### config.mk
export PLATFORM = sky130hd
export DESIGN_NAME = shl_mux_tree
export DESIGN_NICKNAME = d
export VERILOG_FILES = /design/src/rtl/shl_pkg.sv /design/src/rtl/shl_mux4.sv /design/src/rtl/shl_stage.sv /design/src/rtl/shl_mux_tree.sv
export SDC_FILE = /design/constraint.sdc
export NUM_CORES = 1
export LEC_CHECK = 0
export CORE_UTILIZATION = 48
export DETAILED_ROUTE_END_ITERATION = 8
export GPL_TIMING_DRIVEN = 0
export PLACE_DENSITY_LB_ADDON = 0.3
export SYNTH_ARGS = -nofsm -noshare
export SYNTH_HDL_FRONTEND = slang
export SYNTH_SLANG_ARGS = --single-unit
### constraint.sdc
create_clock -name clk -period 0.8 [get_ports clk]
set_clock_uncertainty 0.05 [all_clocks]
set_input_delay 0.16 -clock clk [delete_from_list [all_inputs] [get_ports clk]]
set_output_delay 0.16 -clock clk [all_outputs]
set_load 0.01 [all_outputs]
### src/rtl/shl_pkg.sv
package shl_pkg;
  localparam int unsigned MUX_WAYS = 4;
  localparam int unsigned SEL_W    = 2;

  typedef logic [SEL_W-1:0] sel_t;

  // Distance moved by one selector step in a given radix-4 level.
  function automatic int unsigned level_step(input int unsigned lvl);
    int unsigned s;
    s = 1;
    for (int unsigned i = 0; i < lvl; i++) s = s * MUX_WAYS;
    return s;
  endfunction

  // Number of radix-4 levels needed for a shift-amount width.
  function automatic int unsigned level_count(input int unsigned shw);
    return (shw + SEL_W - 1) / SEL_W;
  endfunction
endpackage

### src/rtl/shl_mux4.sv
module shl_mux4
  import shl_pkg::*;
(
  input  logic [MUX_WAYS-1:0] a,
  input  sel_t                sel,
  output logic                y
);
  always_comb begin
    case (sel)
      2'd0:    y = a[0];
      2'd1:    y = a[1];
      2'd2:    y = a[2];
      default: y = a[3];
    endcase
  end
endmodule

### src/rtl/shl_stage.sv
module shl_stage
  import shl_pkg::*;
#(
  parameter int unsigned WIDTH = 16,
  parameter int unsigned STEP  = 1
) (
  input  logic [WIDTH-1:0] d,
  input  sel_t             sel,
  output logic [WIDTH-1:0] q
);
  logic [WIDTH-1:0][MUX_WAYS-1:0] legs;

  for (genvar k = 0; k < WIDTH; k++) begin : g_bit
    for (genvar j = 0; j < MUX_WAYS; j++) begin : g_leg
      if (k >= j * STEP) begin : g_src
        assign legs[k][j] = d[k - j * STEP];
      end else begin : g_zero
        assign legs[k][j] = 1'b0;
      end
    end
    shl_mux4 u_mux (
      .a  (legs[k]),
      .sel(sel),
      .y  (q[k])
    );
  end
endmodule

### src/rtl/shl_mux_tree.sv
module shl_mux_tree
  import shl_pkg::*;
#(
  parameter int unsigned WIDTH   = 16,
  parameter bit          REG_OUT = 1'b1
) (
  input  logic                     clk,
  input  logic                     rst_n,
  input  logic [WIDTH-1:0]         din,
  input  logic [$clog2(WIDTH)-1:0] sh,
  output logic [WIDTH-1:0]         dout
);
  localparam int unsigned SHW    = $clog2(WIDTH);
  localparam int unsigned LEVELS = level_count(SHW);

  // chain[LEVELS] is the input; chain[0] is the fully shifted word.
  logic [WIDTH-1:0] chain [LEVELS+1];
  logic [WIDTH-1:0] coarse_w;  // after the first (highest) level
  logic [WIDTH-1:0] res_w;     // combinational result

  assign chain[LEVELS] = din;

  for (genvar g = 0; g < LEVELS; g++) begin : g_lvl
    shl_stage #(
      .WIDTH(WIDTH),
      .STEP (level_step(g))
    ) u_stage (
      .d  (chain[g+1]),
      .sel(sh[SEL_W*g +: SEL_W]),
      .q  (chain[g])
    );
  end

  assign coarse_w = chain[LEVELS-1];
  assign res_w    = chain[0];

  if (REG_OUT) begin : g_reg
    always_ff @(posedge clk or negedge rst_n) begin
      if (!rst_n) dout <= '0;
      else        dout <= res_w;
    end
  end else begin : g_comb
    assign dout = res_w;
  end
endmodule

Yosys cells after proc, flatten, opt, wreduce, memory -nomap -nowiden
Cells that the tools add are included.
- register bits after elaboration: 16
- latch bits: 0
- bits in writable memories: 0
- memory bits (read-only): 0
- output and inout bits: 16
- memories: 0
- add/subtract/negate cells: 0
- multipliers: 0
- divide/modulo/power cells: 0
- order comparisons: 0
- equality and inequality tests: 4
- shift-type cells: 0
- muxes and demuxes: 32
- bitwise operators: 0
- reductions and logical operators: 2
- operators by type and width (operator ; number):
    one-hot mux 1 bit (3 select lines) ; 22
    one-hot mux 1 bit (2 select lines) ; 5
    two-way mux 1 bit ; 5
    == test 2 x 1 -> 1 bit (second input constant) ; 2
    == test 2 bit (second input constant) ; 2
    logical NOT 2 bit ; 2

Longest topological paths before layout
Gate-level depths: netlist of run 1.
- depth in word-level cells: 3
- depth in mapped cells: 7

Hierarchy
A second synthesis of run 1 with hierarchy kept.
- cell total of the unflattened synthesis: 50
- area, all modules: 1128.6 µm²
- by module, submodules not included (module ; instances ; cells each ; area each (µm²) ; sequential area each (µm²)):
    shl_mux4 ; 32 ; 1 ; 22.5 ; 0.0
    shl_mux_tree ; 1 ; 16 ; 400.4 ; 400.4
    shl_stage ; 2 ; 1 ; 3.8 ; 0.0

Worst setup path before layout of run 1
No wires, ideal clock.
- kind: input -> register
- start: input sh[3]
- end: register dout[15]
- arrival time: 1159 ps
- path slack: -544 ps
- stages: 5
- buffers on the path: 1
- cells stage by stage: buf_6 -> mux4_2 -> and2_0 -> a311oi_1 -> a21oi_1
- longest elaborated chain between the ends: 3
- elaborated cells on any way between the ends: 8
- ends and longest elaborated chain (item ; RTL line ; source):
    start: declaration ; shl_mux_tree.sv:10 ; input logic [$clog2(WIDTH)-1:0] sh,
    == test 2 bit, or another cell as far along ; -- ;
    one-hot mux 1 bit (3 select lines) ; shl_mux4.sv:9 ; case (sel)
    one-hot mux 1 bit (3 select lines) (*) ; shl_mux4.sv:9 ;
    named net g_lvl[0].u_stage.g_bit[15].u_mux.y ; shl_mux4.sv:6 ; output logic y
    end signal: assignment ; shl_mux_tree.sv:40 ; else dout <= res_w;
    end: declaration ; shl_mux_tree.sv:11 ; output logic [WIDTH-1:0] dout
Mark *: on every way through the listed nets, which the timed path passes. The rest lies on a longest branch.

Worst setup path in the final report of run 1
Ends and elaborated chain as after synthesis.

==> run metrics, run 1 <==
Crit. Startpoint=sh[3]; worst hold margin=-0.1756 ns; io pins=38; commonest non-fill, non-tap cell in the layout=buf_2; CP max FO=6; slew margin rel.=58.27%; Tot GR Track Use=26.93%; initial antenna violation count=0; slowest CP cell=mux4_2; Final Hold Vio Count=16; WP depth=5; Worst-Margin Slew=0.6250 ns; Multi-input gate area=800.8 um^2; Synth Instances=112; worst-case clock buffer depth=2; Post-CTS Hold Buffers=0; Post-Layout Cell Count=197; post-synth net total=134; largest net degree at the start of global routing=17; routed vias/inst=6.107; setup ws final=-0.2993 ns; final WL=3608 um; total number of vias=1203; Syn Area/Cell=10.02 um^2; routed len/inst=18.31 um; status=finished with violations; FMAX=909.7 MHz; crit-path cells=buf_12 -> mux4_2 -> and2_4 -> a311oi_2 -> a21oi_1; crit path capture type=flop; Die H=50.36 um; clk slew on worst S/H paths=0.08 ns; # fillers=120; GR Layer Usage met3=4.848%; crit path time final=1.099 ns; design area=1854 um^2; initial drt markers=53; failing checks=hold timing, setup timing; CTS H-tree lvls=1; commonest non-fill, non-tap cells in the layout=buf_2, dfrtp_1, mux2i_1; max reg flops=16; DP Cell Count=176; met1 Track Usage GR=29.15%; row count=17; Buf+Inv Stages, Crit Path=1; met2 usage=48.44%; biggest regs=dout x16; CP max stage delay=0.49 ns; overall power=2323 uW; Routed Antenna Nets=0; vias in the first global route=1110; peak supply drop=1.174 mV; first-pass GRT wire length=5085 um; Crit path required time=0.91 ns; final slew viol count=0; CTS tree=done; busiest layer in global routing=met2; layout cells sized above 1=53.85%; DP Wirelength=2138 um; Yosys reg bits=16; # clock sinks=16; Lkg Pwr=0.0008697 uW; number of remaining DRC errors=0; critical path arrival=1.21 ns; Top Family by Delay on Critical Path=multiplexers; Layout area overhead=65.22%; total number of yosys warnings=0; endpoints failing setup=28; Max Cap Viol=0; Seq/Total Area, Yosys=35.67%; final net count=192; I/O Buffers=36; Sum Neg Setup Slack=-5.390 ns; post-synth cell types=30; Post-Syn Area=1122 um^2; CTS root buffer=clkbuf_4; GP Congestion=0.8652; RSZ-0062 raised after global routing=yes; DIE WIDTH=50.36 um; DP Area=1585 um^2; clock buffer count from CTS=3; Setup CP Type=input port to flop; Seq. cell area=400.4 um^2; CP startpoint kind=input port; fin crit share=137.4%; die footprint=2536 um^2; Biggest register=dout; drt pass-1 iters=5; total grt overflow=0; PwrDens=1253 nW/um^2; # diodes=0; worst min path class=input port to asynchronous set/reset pin; core box area=2212 um^2; Initial Utilization=50.74%
[power breakdown]
part	switching (uW)	total (uW)	internal (uW)	leakage, uW
combinational	454	924	470	0.000645
clock	227	503	277	0.0000210
sequential	14.8	896	881	0.000204
total	695	2320	1630	0.000870
[how the worst max path moves through the flow]
stage,slack (ns),endpoint
after floorplan,-0.48,dout[15]
after global placement,-1.07,dout[14]
after detailed placement,-1.10,dout[12]
after CTS,-0.28,dout[15]
after global routing,-0.34,dout[15]
final,-0.30,dout[15]
[routing by layer]
metal,up-vias,wire (um),part of all wire [%]
met5,-,0,0
met3,21,283,7.8
li1,530,-,-
met4,0,136,3.8
met2,83,1846,51
met1,569,1342,37
[area by class of cell]
cell class	count	share of cell area (%)
plain buffers	10	6.748
clock buffers	4	1.957
inverters	2	0.5398
multi-input cells	83	43.18
flip-flops and latches	16	21.59
well taps	28	1.889
repair buffers	54	24.09
[cell families (layout without fill, tap and decap cells)]
kind of cell,count (synthesis),in the layout,synth area share [%]
and+or+nand+nor,29,29,14.05
buffers and inverters,13,70,6.242
DFF,16,16,35.67
muxes,28,28,28.65
AOI/OAI and AO/OA,26,26,15.39
[synthesized netlist by cell type (all sizes together)]
cell type	instances	area share (%)
a21o	1	0.67
o221ai	2	1.6
nor2b	2	1.1
clkbuf	4	1.3
and2	1	0.56
inv	2	0.67
dfrtp	16	36
buf	7	4.2
mux2	3	3.0
o21ai	8	3.6
nor3	4	1.8
nand3b	4	2.7
nor2	5	1.7
a31oi	1	0.56
o211ai	1	0.67
o22ai	1	0.56
mux4	3	6.0
a32oi	1	0.78
a211oi	3	2.0
o32a	1	0.89
nand2b	5	2.8
a311oi	1	0.78
or2	1	0.56
mux2i	22	20
and3b	1	0.78
nand2	5	1.7
nand3	1	0.45
a21oi	4	1.8
a211o	2	1.6
[what timing repair did]
item / CTS / global route
pin swaps: 10 / 7
resized for setup: 162 / 20
gates cloned: 2 / 1
setup buffers: 8 / 7
hold endpoints to repair: 0 / 16
endpoints found under the setup margin: 32 / 45
[stage by stage]
| stage | worst slack (ns) | utilization (%) | hold slack (ns) |
|---|---|---|---|
| after floorplan | -0.4768 | - | -0.1856 |
| after global placement | -1.069 | 71.66 | 0.5274 |
| after detailed placement | -1.101 | 71.66 | 0.5330 |
| after CTS | -0.2809 | 77.26 | 0.1376 |
| after global routing | -0.3442 | 83.82 | -0.1196 |
| final | -0.2993 | 83.82 | -0.1756 |
No activity file was read; power rests on OpenSTA's default activity.
==> run 2, diff against run 1 <==
--- a/config.mk
+++ b/config.mk
@@ -8,7 +8,7 @@
 export CORE_UTILIZATION = 48
 export DETAILED_ROUTE_END_ITERATION = 8
 export GPL_TIMING_DRIVEN = 0
-export PLACE_DENSITY_LB_ADDON = 0.3
+export PLACE_DENSITY = 0.84
 export SYNTH_ARGS = -nofsm -noshare
 export SYNTH_HDL_FRONTEND = slang
 export SYNTH_SLANG_ARGS = --single-unit
==> run 2 against run 1 <==
Effect of this change:
- the run still ends with hold timing, setup timing left
- fmax grew 1.9%
- power shrank 0.58%
- hold slack worse by 0.0077 ns
- sequential power grew 0.4%
- final cell count shrank 1.5%
- core utilization fell by 3.7 points
- critical path depth increased by 1
- first-iteration DRC count is 30% lower
==> run metrics, run 2 (synthesis results as in run 1) <==
status=finished with violations; failing checks=hold timing, setup timing; RSZ-0062 raised after global routing=yes; die footprint=2536 um^2 (unchanged); final net count=189 (-1.6%); worst min path class=input port to asynchronous set/reset pin; CP max FO=7 (+1); final slew viol count=0 (unchanged); crit path time final=1.079 ns (-0.02011 ns); io pins=38 (unchanged); Biggest register=dout; initial antenna violation count=0 (unchanged); drt pass-1 iters=4 (-1); Sum Neg Setup Slack=-5.559 ns (-0.1683 ns); FMAX=926.6 MHz (+1.9%); # clock sinks=16 (unchanged); Initial Utilization=50.74% (unchanged); largest net degree at the start of global routing=17 (unchanged); total number of vias=1195 (-0.67%); DP Wirelength=2130 um (-0.39%); clock buffer count from CTS=3 (unchanged); Tot GR Track Use=26.69% (-0.24 points); first-pass GRT wire length=5037 um (-0.94%); worst hold margin=-0.1832 ns (-0.007657 ns); Lkg Pwr=0.0008446 uW (-2.9%); endpoints failing setup=28 (unchanged); Post-CTS Hold Buffers=0 (unchanged); peak supply drop=1.099 mV (-6.4%); total grt overflow=0 (unchanged); vias in the first global route=1095 (-1.4%); number of remaining DRC errors=0 (unchanged); DP Area=1585 um^2 (unchanged); I/O Buffers=36 (unchanged); row count=17 (unchanged); critical path arrival=1.24 ns (+0.03 ns); Layout area overhead=57.86%; final WL=3589 um (-0.53%); layout cells sized above 1=48.80% (-5.1 points); design area=1772 um^2 (-4.5%); setup ws final=-0.2792 ns (+0.02011 ns); CTS root buffer=clkbuf_4; Crit path required time=0.96 ns (+0.05 ns); # diodes=0 (unchanged); initial drt markers=37 (-30%); DIE WIDTH=50.36 um (unchanged); PwrDens=1304 nW/um^2 (+4.1%); Routed Antenna Nets=0 (unchanged); biggest regs=dout x16; crit path capture type=flop; clk slew on worst S/H paths=0.09 ns (about the same); CP startpoint kind=input port; Worst-Margin Slew=0.6380 ns (+0.01304 ns); GP Congestion=0.9074 (+4.9%); final design utilization=80.09% (-3.7 points); Final Hold Vio Count=16 (unchanged); Setup CP Type=input port to flop; commonest non-fill, non-tap cell in the layout=buf_2; Die H=50.36 um (unchanged); Max Cap Viol=0 (unchanged); slew margin rel.=57.40% (-0.87 points); fin crit share=134.9% (-2.5 points); max reg flops=16 (unchanged); core box area=2212 um^2 (unchanged); worst-case clock buffer depth=2 (unchanged); overall power=2310 uW (-0.58%); CTS H-tree lvls=1 (unchanged); routed vias/inst=6.160 (+0.87%); commonest non-fill, non-tap cells in the layout=buf_2, mux2i_1, dfrtp_1; CTS tree=done; routed len/inst=18.50 um (+1.0%)
-- run 2: cell types whose count changed in the layout (fill, tap and decap cells not counted), sizes merged --
| cell | delta |
|---|---|
| clkdlybuf4s15 | -2 |
| buf | -4 |
| clkbuf | +3 |
-- run 2: stage by stage --
step / std cells / worst slack, ns
after floorplan: 112 / -0.4768
after global placement: 176 / -1.060
after detailed placement: 176 / -1.087
after CTS: 189 / -0.2511
after global routing: 194 / -0.2939
final: 194 / -0.2792
-- run 2: critical path, cell delays in order --
cell	delay [ns]
buf_12	0.11
buf_12	0.13
mux2i_4	0.18
o211ai_1	0.30
o221ai_4	0.18
mux2i_1	0.18
-- run 2: final cells by class --
type / count / area (um^2)
clock buffers: 4 / 36.28
repair buffers: 51 / 391.6
flip-flops and latches: 16 / 400.4
plain buffers: 10 / 117.6
fillers: 127 / 440.4
well taps: 28 / 35.03
inverters: 2 / 10.01
multi-input cells: 83 / 780.7
-- run 2: worst max path at each step --
stage / endpoint / startpoint / cells after the start / slack (ns)
2_1_floorplan: dout[15] / sh[3] / 5 / -0.48
3_3_place_gp: dout[14] / sh[0] / 6 / -1.06
3_5_place_dp: dout[14] / sh[0] / 6 / -1.09
4_1_cts: dout[14] / sh[3] / 6 / -0.25
5_1_grt: dout[14] / sh[3] / 6 / -0.29
6_report: dout[14] / sh[3] / 6 / -0.28
-- run 2: repair_timing --
item / CTS / global route
gates resized for setup: 151 / 22
hold endpoints to repair: 0 / 16
pin swaps: 11 / 10
buffers inserted: 6 / 6
gates cloned: 3 / 0
setup endpoints to repair: 32 / 45
-- run 2: report_power, final --
group          total (uW)  internal, uW  switching [uW]
Clock                 524           278             247
Combinational         886           444             441
Sequential            900           881            18.2
-- run 2: routing by layer --
| metal | GRT usage [%] | vias to the layer above | part of all wire, % |
|---|---|---|---|
| li1 | - | 526 | - |
| met1 | 29.21 | 568 | 38 |
| met2 | 52.00 | 85 | 52 |
| met3 | 2.727 | 16 | 6.3 |
| met4 | 9.722 | 0 | 3.4 |
| met5 | 0 | - | 0 |
